[config.mk]
export PLATFORM = sky130hd
export DESIGN_NAME = nand_bus_seq
export DESIGN_NICKNAME = d
export VERILOG_FILES = /design/src/rtl/nbs_pkg.sv /design/src/rtl/nbs_cfg_decode.sv /design/src/rtl/nbs_sync.sv /design/src/rtl/nbs_sequencer.sv /design/src/rtl/nand_bus_seq.sv
export SDC_FILE = /design/constraint.sdc
export NUM_CORES = 1
export LEC_CHECK = 0
export BUFFER_PORTS_ARGS = -buffer_cell sky130_fd_sc_hd__buf_2
export CORE_MARGIN = 2
export CORE_UTILIZATION = 31
export CTS_CLUSTER_SIZE = 16
export DETAILED_ROUTE_END_ITERATION = 6
export SLEW_MARGIN = 20
export SYNTH_ARGS = -nofsm -noshare
export SYNTH_HDL_FRONTEND = slang
export SYNTH_SLANG_ARGS = --single-unit
[constraint.sdc]
create_clock -name clk -period 1.8 [get_ports clk]
set_input_delay 0.27 -clock clk [delete_from_list [all_inputs] [get_ports clk]]
set_output_delay 0.27 -clock clk [all_outputs]
set_load 0.02 [all_outputs]
[src/rtl/nbs_pkg.sv]
package nbs_pkg;
  localparam int DATA_W  = 8;
  localparam int SETUP_W = 4;
  localparam int STRB_W  = 6;
  localparam int HOLD_W  = 3;
  localparam int TURN_W  = 2;
  localparam int CNT_W   = (STRB_W > SETUP_W) ? STRB_W : SETUP_W;

  // field positions in the timing word
  localparam int WS_LSB = 26;
  localparam int WT_LSB = 20;
  localparam int WH_LSB = 17;
  localparam int RS_LSB = 13;
  localparam int RT_LSB = 7;
  localparam int RH_LSB = 4;
  localparam int TA_LSB = 2;

  typedef struct packed {
    logic [SETUP_W-1:0] wr_setup;
    logic [STRB_W-1:0]  wr_strobe;
    logic [HOLD_W-1:0]  wr_hold;
    logic [SETUP_W-1:0] rd_setup;
    logic [STRB_W-1:0]  rd_strobe;
    logic [HOLD_W-1:0]  rd_hold;
    logic [TURN_W-1:0]  turn;
  } nbs_timing_t;

  typedef enum logic [2:0] {
    PH_IDLE, PH_TURN, PH_SETUP, PH_STRB, PH_HOLD
  } nbs_phase_e;
endpackage

[src/rtl/nbs_cfg_decode.sv]
module nbs_cfg_decode
  import nbs_pkg::*;
(
  input  logic [29:2]  field_bits,
  output nbs_timing_t  tim
);
  always_comb begin
    tim.wr_setup  = field_bits[WS_LSB +: SETUP_W];
    tim.wr_strobe = field_bits[WT_LSB +: STRB_W];
    tim.wr_hold   = field_bits[WH_LSB +: HOLD_W];
    tim.rd_setup  = field_bits[RS_LSB +: SETUP_W];
    tim.rd_strobe = field_bits[RT_LSB +: STRB_W];
    tim.rd_hold   = field_bits[RH_LSB +: HOLD_W];
    tim.turn      = field_bits[TA_LSB +: TURN_W];
  end
endmodule

[src/rtl/nbs_sync.sv]
module nbs_sync #(
  parameter int STAGES = 2
) (
  input  logic clk,
  input  logic rst_n,
  input  logic d,
  output logic q
);
  logic [STAGES-1:0] chain;

  always_ff @(posedge clk or negedge rst_n) begin
    if (!rst_n) chain <= '0;
    else        chain <= {chain[STAGES-2:0], d};
  end

  assign q = chain[STAGES-1];
endmodule

[src/rtl/nbs_sequencer.sv]
module nbs_sequencer
  import nbs_pkg::*;
(
  input  logic              clk,
  input  logic              rst_n,
  input  nbs_timing_t       tim,
  input  logic              req_valid,
  output logic              req_ready,
  input  logic              req_write,
  input  logic [1:0]        req_addr,
  input  logic [DATA_W-1:0] req_wdata,
  output logic              rsp_valid,
  output logic [DATA_W-1:0] rsp_rdata,
  input  logic [DATA_W-1:0] bus_din,
  output logic              cs_n,
  output logic              we_n,
  output logic              re_n,
  output logic              cle,
  output logic              ale,
  output logic [DATA_W-1:0] bus_dout,
  output logic              bus_oe
);
  nbs_phase_e        phase;
  logic [CNT_W-1:0]  cnt;
  logic              op_wr, op_cle, op_ale;
  logic [DATA_W-1:0] op_data;
  logic              used, last_wr;
  logic              in_acc, last_tick;

  assign in_acc    = (phase == PH_SETUP) || (phase == PH_STRB) || (phase == PH_HOLD);
  assign last_tick = (cnt == '0);

  always_ff @(posedge clk or negedge rst_n) begin
    if (!rst_n) begin
      phase     <= PH_IDLE;
      cnt       <= '0;
      op_wr     <= 1'b0;
      op_cle    <= 1'b0;
      op_ale    <= 1'b0;
      op_data   <= '0;
      used      <= 1'b0;
      last_wr   <= 1'b0;
      rsp_valid <= 1'b0;
      rsp_rdata <= '0;
    end else begin
      rsp_valid <= 1'b0;
      case (phase)
        PH_IDLE: if (req_valid) begin
          op_wr   <= req_write;
          op_cle  <= req_addr[0];
          op_ale  <= req_addr[1];
          op_data <= req_wdata;
          used    <= 1'b1;
          last_wr <= req_write;
          if (used && (last_wr != req_write)) begin
            phase <= PH_TURN;
            cnt   <= CNT_W'(tim.turn);
          end else begin
            phase <= PH_SETUP;
            cnt   <= req_write ? CNT_W'(tim.wr_setup) : CNT_W'(tim.rd_setup);
          end
        end
        PH_TURN: begin
          if (last_tick) begin
            phase <= PH_SETUP;
            cnt   <= op_wr ? CNT_W'(tim.wr_setup) : CNT_W'(tim.rd_setup);
          end else cnt <= cnt - 1'b1;
        end
        PH_SETUP: begin
          if (last_tick) begin
            phase <= PH_STRB;
            cnt   <= op_wr ? CNT_W'(tim.wr_strobe) : CNT_W'(tim.rd_strobe);
          end else cnt <= cnt - 1'b1;
        end
        PH_STRB: begin
          if (last_tick) begin
            phase <= PH_HOLD;
            cnt   <= op_wr ? CNT_W'(tim.wr_hold) : CNT_W'(tim.rd_hold);
            if (!op_wr) begin
              rsp_rdata <= bus_din;
              rsp_valid <= 1'b1;
            end
          end else cnt <= cnt - 1'b1;
        end
        PH_HOLD: begin
          if (last_tick) phase <= PH_IDLE;
          else           cnt   <= cnt - 1'b1;
        end
        default: phase <= PH_IDLE;
      endcase
    end
  end

  assign req_ready = (phase == PH_IDLE);
  assign cs_n      = !in_acc;
  assign we_n      = !((phase == PH_STRB) && op_wr);
  assign re_n      = !((phase == PH_STRB) && !op_wr);
  assign cle       = in_acc && op_cle;
  assign ale       = in_acc && op_ale;
  assign bus_oe    = in_acc && op_wr;
  assign bus_dout  = op_data;

  // setup phase precedes any strobe
  p_setup_first_r2: assert property (@(posedge clk) disable iff (!rst_n)
    $fell(cs_n) |-> (we_n && re_n));
  // hold phase follows the strobe
  p_hold_after_r2: assert property (@(posedge clk) disable iff (!rst_n)
    ($rose(we_n) || $rose(re_n)) |-> !cs_n);
  // latch enables steady through an access
  p_latch_stable_r4: assert property (@(posedge clk) disable iff (!rst_n)
    (!cs_n && $past(!cs_n)) |-> ($stable(cle) && $stable(ale)));
  // response only right after a read strobe
  p_rsp_after_read_r6: assert property (@(posedge clk) disable iff (!rst_n)
    rsp_valid |-> ($past(!re_n) && re_n));
  // no acceptance during an access
  p_stall_r7: assert property (@(posedge clk) disable iff (!rst_n)
    !cs_n |-> !req_ready);
endmodule

[src/rtl/nand_bus_seq.sv]
module nand_bus_seq
  import nbs_pkg::*;
#(
  parameter int SYNC_STAGES = 2
) (
  input  logic              clk,
  input  logic              rst_n,
  input  logic [31:0]       timing_cfg,
  input  logic              req_valid,
  output logic              req_ready,
  input  logic              req_write,
  input  logic [1:0]        req_addr,
  input  logic [DATA_W-1:0] req_wdata,
  output logic              rsp_valid,
  output logic [DATA_W-1:0] rsp_rdata,
  output logic              nf_cs_n,
  output logic              nf_we_n,
  output logic              nf_re_n,
  output logic              nf_cle,
  output logic              nf_ale,
  output logic [DATA_W-1:0] nf_dout,
  output logic              nf_doe,
  input  logic [DATA_W-1:0] nf_din,
  input  logic              nf_rb,
  output logic              nf_wp_n,
  output logic              stat_ready
);
  nbs_timing_t tim;

  nbs_cfg_decode u_dec (
    .field_bits (timing_cfg[29:2]),
    .tim        (tim)
  );

  nbs_sequencer u_seq (
    .clk       (clk),
    .rst_n     (rst_n),
    .tim       (tim),
    .req_valid (req_valid),
    .req_ready (req_ready),
    .req_write (req_write),
    .req_addr  (req_addr),
    .req_wdata (req_wdata),
    .rsp_valid (rsp_valid),
    .rsp_rdata (rsp_rdata),
    .bus_din   (nf_din),
    .cs_n      (nf_cs_n),
    .we_n      (nf_we_n),
    .re_n      (nf_re_n),
    .cle       (nf_cle),
    .ale       (nf_ale),
    .bus_dout  (nf_dout),
    .bus_oe    (nf_doe)
  );

  nbs_sync #(.STAGES(SYNC_STAGES)) u_rb_sync (
    .clk   (clk),
    .rst_n (rst_n),
    .d     (nf_rb),
    .q     (stat_ready)
  );

  assign nf_wp_n = ~nf_cs_n;

  // only the plain 8-bit mode is supported
  p_cfg_mode_r2: assert property (@(posedge clk) disable iff (!rst_n)
    (timing_cfg[31:30] == 2'b00) && (timing_cfg[1:0] == 2'b00));
  // protect released exactly when a chip select begins
  p_wp_release_r9: assert property (@(posedge clk) disable iff (!rst_n)
    $fell(nf_cs_n) |-> ($past(!nf_wp_n) && nf_wp_n));
endmodule

Yosys cells after proc, flatten, opt, wreduce, memory -nomap -nowiden

Index checks and enable logic that the tools add are counted.

Flip-flop bits (word level): 32
Latch bits: 0
Memory bits (writable): 0
Memory bits (read-only): 0
Input bits: 55
Output and inout bits: 26
Memories: 0

Add/sub/neg operators: 1
Multipliers: 0
Div/mod/pow operators: 0
Magnitude comparators: 0
Eq/ne operators: 11
Shift operators: 0
Multiplexer cells: 21
Bitwise operators: 1
Reduce and logical (&&, ||, !) cells: 19

Operators with widths:

| operator            | number |
|---|---|
| $mux 6              | 7 |
| $pmux 6 s5          | 1 |
| $mux 3              | 6 |
| $pmux 3 s5          | 1 |
| $mux 4              | 2 |
| $ne 2x1->1 const B  | 4 |
| $eq 3x2->1 const B  | 2 |
| $logic_and 1x1->1   | 6 |
| $logic_not 6->1     | 1 |
| $reduce_and 3->1    | 2 |
| $sub 6x1->6 const B | 1 |
| $reduce_and 5->1    | 1 |
| $reduce_bool 5->1   | 1 |
| $logic_not 1->1     | 4 |
| $ne 2x2->1 const B  | 2 |
| $eq 3x1->1 const B  | 1 |
| $eq 3x3->1 const B  | 1 |
| $logic_not 3->1     | 1 |
| $mux 1              | 3 |
| $logic_or 1x1->1    | 2 |
| $mux 2              | 1 |
| $reduce_and 2->1    | 1 |
| $ne 1x1->1          | 1 |
| $not 1->1           | 1 |

Longest topological paths before layout

Gate-level depths: netlist (run 1).

Depth in word-level cells: 5
Mapped depth: 7
Mapped depth without buffers: 7

Cells and area by module

A second synthesis (run 1) with hierarchy kept.

Cell total of the unflattened synthesis: 222
Area total of the unflattened synthesis: 2202.1 um^2

By module, submodules not included:

| module         | instances | cells each | area each (um^2) | seq. area each (um^2) |
|---|---|---|---|---|
| nbs_sequencer  | 1         | 191        | 1938.1           | 750.7 |
| nbs_cfg_decode | 1         | 28         | 210.2            | 0.0 |
| nbs_sync       | 1         | 2          | 50.0             | 50.0 |
| nand_bus_seq   | 1         | 1          | 3.8              | 0.0 |

Worst setup path after synthesis (run 1)

No wires, ideal clock.

Path kind: reg2reg
Start point: reg u_seq.cnt[0]
End point: reg u_seq.rsp_rdata[0]
Library setup time: 0.125 ns
Data arrival time: 1.734 ns
Data required time: 1.675 ns
Slack: -0.059 ns
Cell stages (with the launch flop): 8
Period minus slack after synthesis: 1.859 ns
Cells stage by stage: dfrtp_1 inv_1 ha_1 or3b_4 nor2_8 nand2b_4 buf_6 mux2_4

Word-level cells in the longest chain between the ends: 2

Ends and longest elaborated chain:

| element                    | line                | text |
|---|---|---|
| from (decl)                | nbs_sequencer.sv:24 | `logic [CNT_W-1:0] cnt;` |
| from (signal assigned)     | nbs_sequencer.sv:57 | `cnt <= CNT_W'(tim.turn);` |
| from (signal assigned)     | nbs_sequencer.sv:60 | `cnt <= req_write ? CNT_W'(tim.wr_setup) : CNT_W'(tim.rd_setup);` |
| from (signal assigned)     | nbs_sequencer.sv:66 | `cnt <= op_wr ? CNT_W'(tim.wr_setup) : CNT_W'(tim.rd_setup);` |
| $logic_not 6->1            | nbs_sequencer.sv:31 | `assign last_tick = (cnt == '0);` |
| $reduce_and 3->1 (no line) | n/a                 |  |
| to (signal assigned)       | nbs_sequencer.sv:80 | `rsp_rdata <= bus_din;` |
| to (decl)                  | nbs_sequencer.sv:13 | `output logic [DATA_W-1:0] rsp_rdata,` |

Every way passes these cells.
A chain may end at the register's enable or synchronous reset.

Worst setup path in the final report (run 1)

Start point: reg u_seq.phase[0]
End point: out nf_ale

Word-level cells in the longest chain between the ends: 4
Elaborated cells on any way between the ends: 6

Ends and longest elaborated chain:

| element                | line                | text |
|---|---|---|
| from (decl)            | nbs_sequencer.sv:23 | `nbs_phase_e phase;` |
| from (signal assigned) | nbs_sequencer.sv:35 | `phase <= PH_IDLE;` |
| from (signal assigned) | nbs_sequencer.sv:56 | `phase <= PH_TURN;` |
| from (signal assigned) | nbs_sequencer.sv:59 | `phase <= PH_SETUP;` |
| $eq 3x2->1             | nbs_sequencer.sv:30 | `assign in_acc = (phase == PH_SETUP) \|\| (phase == PH_STRB) \|\| (phase == PH_HOLD);` |
| $logic_or 1x1->1       | nbs_sequencer.sv:30 |  |
| $logic_or 1x1->1 *     | nbs_sequencer.sv:30 |  |
| $logic_and 1x1->1 *    | nbs_sequencer.sv:99 | `assign ale = in_acc && op_ale;` |
| to (decl)              | nand_bus_seq.sv:20  | `output logic nf_ale,` |

Every way passes the cells marked *; elsewhere a longest branch is shown, timed or not.

==> impl_metrics.ini, run 1 <==
[power_and_ir_drop]
power_mw = 4.10
cellLeakagePower_nw = 1.40
peakVddDrop_uv = 637
p_per_area_nw_per_um2 = 1440

[clocking]
clk_path_buf_depth = 2
cts_tree = yes
clk_pin_slew_ns = 0.07
cts_hold_buffers = 0
clk_latency_ns = 0.29
clock-sinks = 32
htree_levels = 2
root_buffer = clkbuf_8
cts_inserted_buffers = 5

[cells_and_area]
utilization_pct = 45.1
fin_area_um2 = 2850
final_nets = 353
area_growth_pct = 42.0
diodes = 0
final_common_cell = buf_2
layout-drive-gt1-share_pct = 53.5
layout_common_cells = buf_2 (72), buf_4 (33), dfrtp_1 (29)

[timing]
max_slew_margin_pct = 50.5
skew_ns = 0.00704
setup-violations-final = 0
finalCriticalPeriod_ns = 1.77
hold_viol = 0
max_freq_ghz = 0.564
setup_tns_ns = 0
final.period_utilization_pct = 98.6
worstMarginPinSlew_ns = 0.742
drv_slew = 0
fin_ws_ns = 0.0260
rsz0062_at_grt = true

[place]
gp_congestion = 0.817
place_hpwl_um = 3850
portBuffers = 76
dpl_cell_area_um2 = 2560
post-place-ws_ns = -0.0345

[yosys]
yosysTopAreaCellShare_pct = 39.9
yosys_warnings = 0
ys_seq_elements = 32
synth_area_leaders = dfrtp_1 (40%), mux2i_1 (7.5%), mux2_2 (6.2%)
synth-main-ff-cell = dfrtp_1
async_flop_share_pct = 100
synth_nets = 247
netlist_area_um2 = 2010
syn_area_per_cell_um2 = 10.6
synth_edf_count = 0
yosys.area.top_type = dfrtp_1
yosysUniqueCellTypes = 53
synth_seq_area_share_pct = 39.9
postSynthCellCount = 190

[drt]
ant_nets = 0
firstDrtPassIters = 4
drtIter0Drc = 76
via_count = 1854
wire_per_inst_um = 14.4
wirelength_um = 5380
vias_per_cell = 4.96
drcViolationCount = 0

[global_routing]
overflow = 0
grt_pass1_wl_um = 8500
grt_pass1_vias = 1767
antenna_found_initial = 0
grt_max_degree = 33
grt_util_all_layers_pct = 14.8

[worst_setup_path]
cp_max_fo = 6
critical_path_class = reg2out
r2r_slack_ns = 0.03
crit-reg2reg-launch = u_seq.cnt[1]
r2r-end = u_seq.rsp_rdata[6]
required_ns = 1.53
crit_path_start_kind = register
end_kind = output pin
rr_worst_depth = 6
critPathArrivalTime_ns = 1.50

[die]
dieWidth_um = 84.4
die_h_um = 84.4
coreArea_um2 = 6310
die-area_um2 = 7130
rows = 29
start_util_pct = 31.8
io-pin-count = 81

[flow_run]
maxCapViolations = 0

[status]
outcome = complete, no violations

[min_path]
hold_class = in2async
## where the power goes
part / switching (mW) / internal (mW) / total (mW)
Clock: 0.285 / 0.311 / 0.596
Combinational: 1.17 / 1.18 / 2.34
Sequential: 0.189 / 0.975 / 1.16
Total: 1.64 / 2.46 / 4.10
## cell type report
cell class / instances / area [um^2]
clock inverter: 1 / 7.51
fill: 635 / 3460
inverter: 7 / 26.3
clock buffer: 7 / 86.3
multi-input combinational: 139 / 1150
sequential: 32 / 805
tap: 77 / 96.3
timing repair buffer: 111 / 677
## state kept, by name, indices dropped and copies added (netlist names), 2 cells and up
signal / flops
u_seq.phase: 3
u_seq.rsp_rdata: 8
u_seq.bus_dout: 8
u_rb_sync.chain: 2
u_seq.cnt: 6
## routing by layer
metal | vias to the layer above | wire [um] | global-route usage (%)
met5 | - | 0 | 0
li1 | 909 | - | -
met3 | 9 | 182 | 2.06
met2 | 47 | 2680 | 25.3
met4 | 0 | 99 | 5.34
met1 | 889 | 2430 | 19.2
## how the worst max path moves through the flow
stage,from,end
finish,u_seq.phase[0],nf_ale
global route,u_seq.cnt[1],u_seq.cnt[2]
detailed placement,u_seq.cnt[0],u_seq.cnt[4]
global placement,u_seq.cnt[0],u_seq.cnt[4]
CTS,u_seq.cnt[0],u_seq.cnt[1]
floorplan,u_seq.cnt[0],u_seq.rsp_rdata[0]
## worst max-delay path, stage by stage (launching register included)
cell and delay (ns):
dfrtp_2 0.45, buf_6 0.15, nor3b_4 0.25, a21oi_4 0.07
nor2b_1 0.13, buf_4 0.16
## cell usage after synthesis, drive strengths merged (4+ instances only)
| cell | count |
|---|---|
| o21ai | 15 |
| dfrtp | 32 |
| mux2i | 15 |
| mux2 | 19 |
| a21oi | 5 |
| nor2 | 12 |
| nor2b | 4 |
| o22ai | 6 |
| nand2 | 13 |
| inv | 7 |
| nand3b | 4 |
| buf | 9 |
## metrics by stage
step	cells	hold slack, ns
CTS	366	0.0818
detailed placement	350	0.342
finish	374	0.0429
floorplan	190	-0.0256
global route	374	0.0934
global placement	350	0.334
## kinds of logic (layout without fill, tap and decap cells)
kind of cell | Yosys count | count (layout) | synth area share [%]
multiplexers | 34 | 34 | 19.7
adder cells (fa/ha/maj) | 2 | 2 | 1.25
AO/OA/AOI/OAI | 45 | 45 | 15.5
AND/OR/NAND/NOR | 56 | 56 | 17.4
flip-flops | 32 | 32 | 39.9
XOR/XNOR | 2 | 2 | 0.874
buffers and inverters | 19 | 126 | 5.43
## what timing repair did
item	CTS	global route
pin swaps	4	6
buffers inserted	8	8
setup endpoints to repair	7	18
endpoints found under the hold margin	0	0
resized for setup	7	14
Power figures use the tool's default switching activity.
==> inputs of run 2 (changes only) <==
Settings changed: SYNTH_HIERARCHICAL set to 1.
==> impl_metrics.ini, run 2 <==
[clocking]
clk_pin_slew_ns = 0.07
clk_latency_ns = 0.28
clock-sinks = 32
htree_levels = 2
cts_hold_buffers = 0
cts_tree = yes
root_buffer = clkbuf_8
cts_inserted_buffers = 5
clk_path_buf_depth = 2

[timing]
fin_ws_ns = -0.00690
worstMarginPinSlew_ns = 0.734
finalCriticalPeriod_ns = 1.81
max_freq_ghz = 0.553
final.period_utilization_pct = 100
setup-violations-final = 1
hold_viol = 0
skew_ns = 0.00637
drv_slew = 0
max_slew_margin_pct = 51.1

[drt]
wirelength_um = 5430
drtIter0Drc = 98
ant_nets = 0
wire_per_inst_um = 13.8
vias_per_cell = 4.64
firstDrtPassIters = 4
via_count = 1822
drcViolationCount = 0

[global_routing]
overflow = 0
grt_util_all_layers_pct = 13.8
grt_pass1_vias = 1766
antenna_found_initial = 0
grt_max_degree = 33
grt_pass1_wl_um = 8290

[place]
place_hpwl_um = 4090
portBuffers = 76
dpl_cell_area_um2 = 2600
gp_congestion = 0.917
place_inst = 376

[yosys]
synth_edf_count = 0
postSynthCellCount = 222
syn_area_per_cell_um2 = 9.92
synth_nets = 278
synth_area_leaders = dfrtp_1 (36%), mux2_1 (11%), buf_4 (9.5%)
ys_top_cells_by_count = dfrtp_1 (32), buf_4 (28), mux2_1 (21)
yosysTopAreaCellShare_pct = 36.4
yosys_warnings = 6
async_flop_share_pct = 100
yosys.area.top_type = dfrtp_1
ys_seq_elements = 32
synth.most_common_cell = dfrtp_1
yosysUniqueCellTypes = 52
netlist_area_um2 = 2200
synth_seq_area_share_pct = 36.4
synth-main-ff-cell = dfrtp_1

[power_and_ir_drop]
clkPwrFrac_pct = 46.3
swShare_pct = 20.8
peakVddDrop_uv = 344
seq_power_share_pct = 45.2
internal-power_mw = 1.29
cellLeakagePower_nw = 1.38
p_per_area_nw_per_um2 = 566
power_switching_uw = 339
comb_power_share_pct = 8.5

[die]
io-pin-count = 81
die-area_um2 = 7790
coreArea_um2 = 6830
dieWidth_um = 88.3
die_h_um = 88.3
rows = 30
start_util_pct = 32.2

[flow_run]
maxCapViolations = 0

[worst_setup_path]
cp_max_fo = 5
required_ns = 1.96
critPathArrivalTime_ns = 1.97
end_kind = register
critical_path_class = reg2reg
crit_path_start_kind = register

[cells_and_area]
layout-drive-gt1-share_pct = 47.5
diodes = 0
final_nets = 352
fin_cells = 393
final_common_cell = buf_2
register_area_um2 = 803
layout_common_cells = buf_2 (74), dfrtp_1 (30), buf_4 (29)
area_growth_pct = 30.4
fin_area_um2 = 2870
multi_input_area_um2 = 1140
fill_cells = 717

[min_path]
hold_class = in2async

[status]
outcome = finished, violations left
failed_checks = setup timing
## run 2: cell count changes in the layout (fill, tap and decap cells not counted), sizes merged, moves of 3 or more
cell	previous run	this run
a21oi	5	9
a221oi	1	4
buf	111	107
inv	7	10
mux2	19	23
mux2i	15	12
nand2b	3	7
nand3b	4	0
nor2b	4	8
o21ai	15	7
o22a	3	0
## run 2: critical path: stages (launching register included)
cell and delay, ns:
dfrtp_1 0.39, inv_2 0.11, ha_4 0.15, nor3b_4 0.23, buf_6 0.15, nand2_2 0.07, a21oi_2 0.17, o221ai_2 0.10
a221o_1 0.32
## run 2: final cells by class
class,instances,share of cell area (%)
clock inverter,1,1.05
clock buffer,7,3.36
multi-input combinational,140,39.8
timing repair buffer,107,22.4
inverter,10,1.31
tap,96,4.18
sequential,32,28.0
## run 2: worst paths after layout
path / slack (ns) / end / cells past startpoint / start
setup / recovery: -0.007 / u_seq/cnt[0] / 8 / u_seq/cnt[0]
hold / removal: 0.05 / u_seq/rsp_rdata[6] / 1 / rst_n
setup reg to reg: -0.007 / u_seq/cnt[0] / 8 / u_seq/cnt[0]
hold reg to reg: 0.36 / u_rb_sync/chain[1] / 0 / u_rb_sync/chain[0]
max in group asynchronous: 1.24 / u_seq/op_wr / 1 / rst_n
min in group clk: 0.10 / u_rb_sync/chain[0] / 1 / nf_rb
## run 2: logic make-up after synthesis
kind of cell | after synthesis | synth area share (%)
buffers and inverters | 50 | 14.7
AND/OR/NAND/NOR | 53 | 13.8
flip-flops | 32 | 36.4
AO/OA/AOI/OAI | 47 | 15.8
XOR/XNOR | 3 | 1.19
adder cells (fa/ha/maj) | 2 | 1.02
multiplexers | 35 | 17.2
## run 2: power groups by stage
stage	clock [mW]	combinational [mW]	sequential (mW)
6_report	0.753	0.138	0.734
5_1_grt	0.822	0.156	0.735
4_1_cts	0.784	0.142	0.734
3_5_place_dp	0	0.142	0.748
3_3_place_gp	0	0.139	0.748
2_1_floorplan	0	0.0833	0.762
## run 2: through the flow
stage | worst slack [ns] | hold slack (ns) | setup TNS (ns) | util (%) | total power [mW]
final | -0.00690 | 0.0504 | -0.00690 | 42.0 | 1.63
after global routing | -0.0765 | 0.0733 | -0.352 | 42.0 | 1.71
after CTS | -0.00337 | 0.0821 | -0.00597 | 40.2 | 1.66
after detailed placement | -0.0165 | 0.348 | -0.0907 | 38.0 | 0.890
after global placement | 0.0173 | 0.336 | 0 | 38.0 | 0.887
after floorplan | 0.00627 | -0.0256 | 0 | - | 0.845
## run 2: layer usage
metal,vias to the layer above,global-route usage (%),part of all wire [%]
li1,911,-,-
met1,852,18.4,43
met2,53,22.3,50
met3,6,3.26,4.7
met4,0,4.27,1.7
met5,-,0,0
## run 2: repair_timing
action | CTS | global route
buffers inserted | 2 | 7
pin swaps | 1 | 5
resized for setup | 3 | 19
setup endpoints to repair | 13 | 19
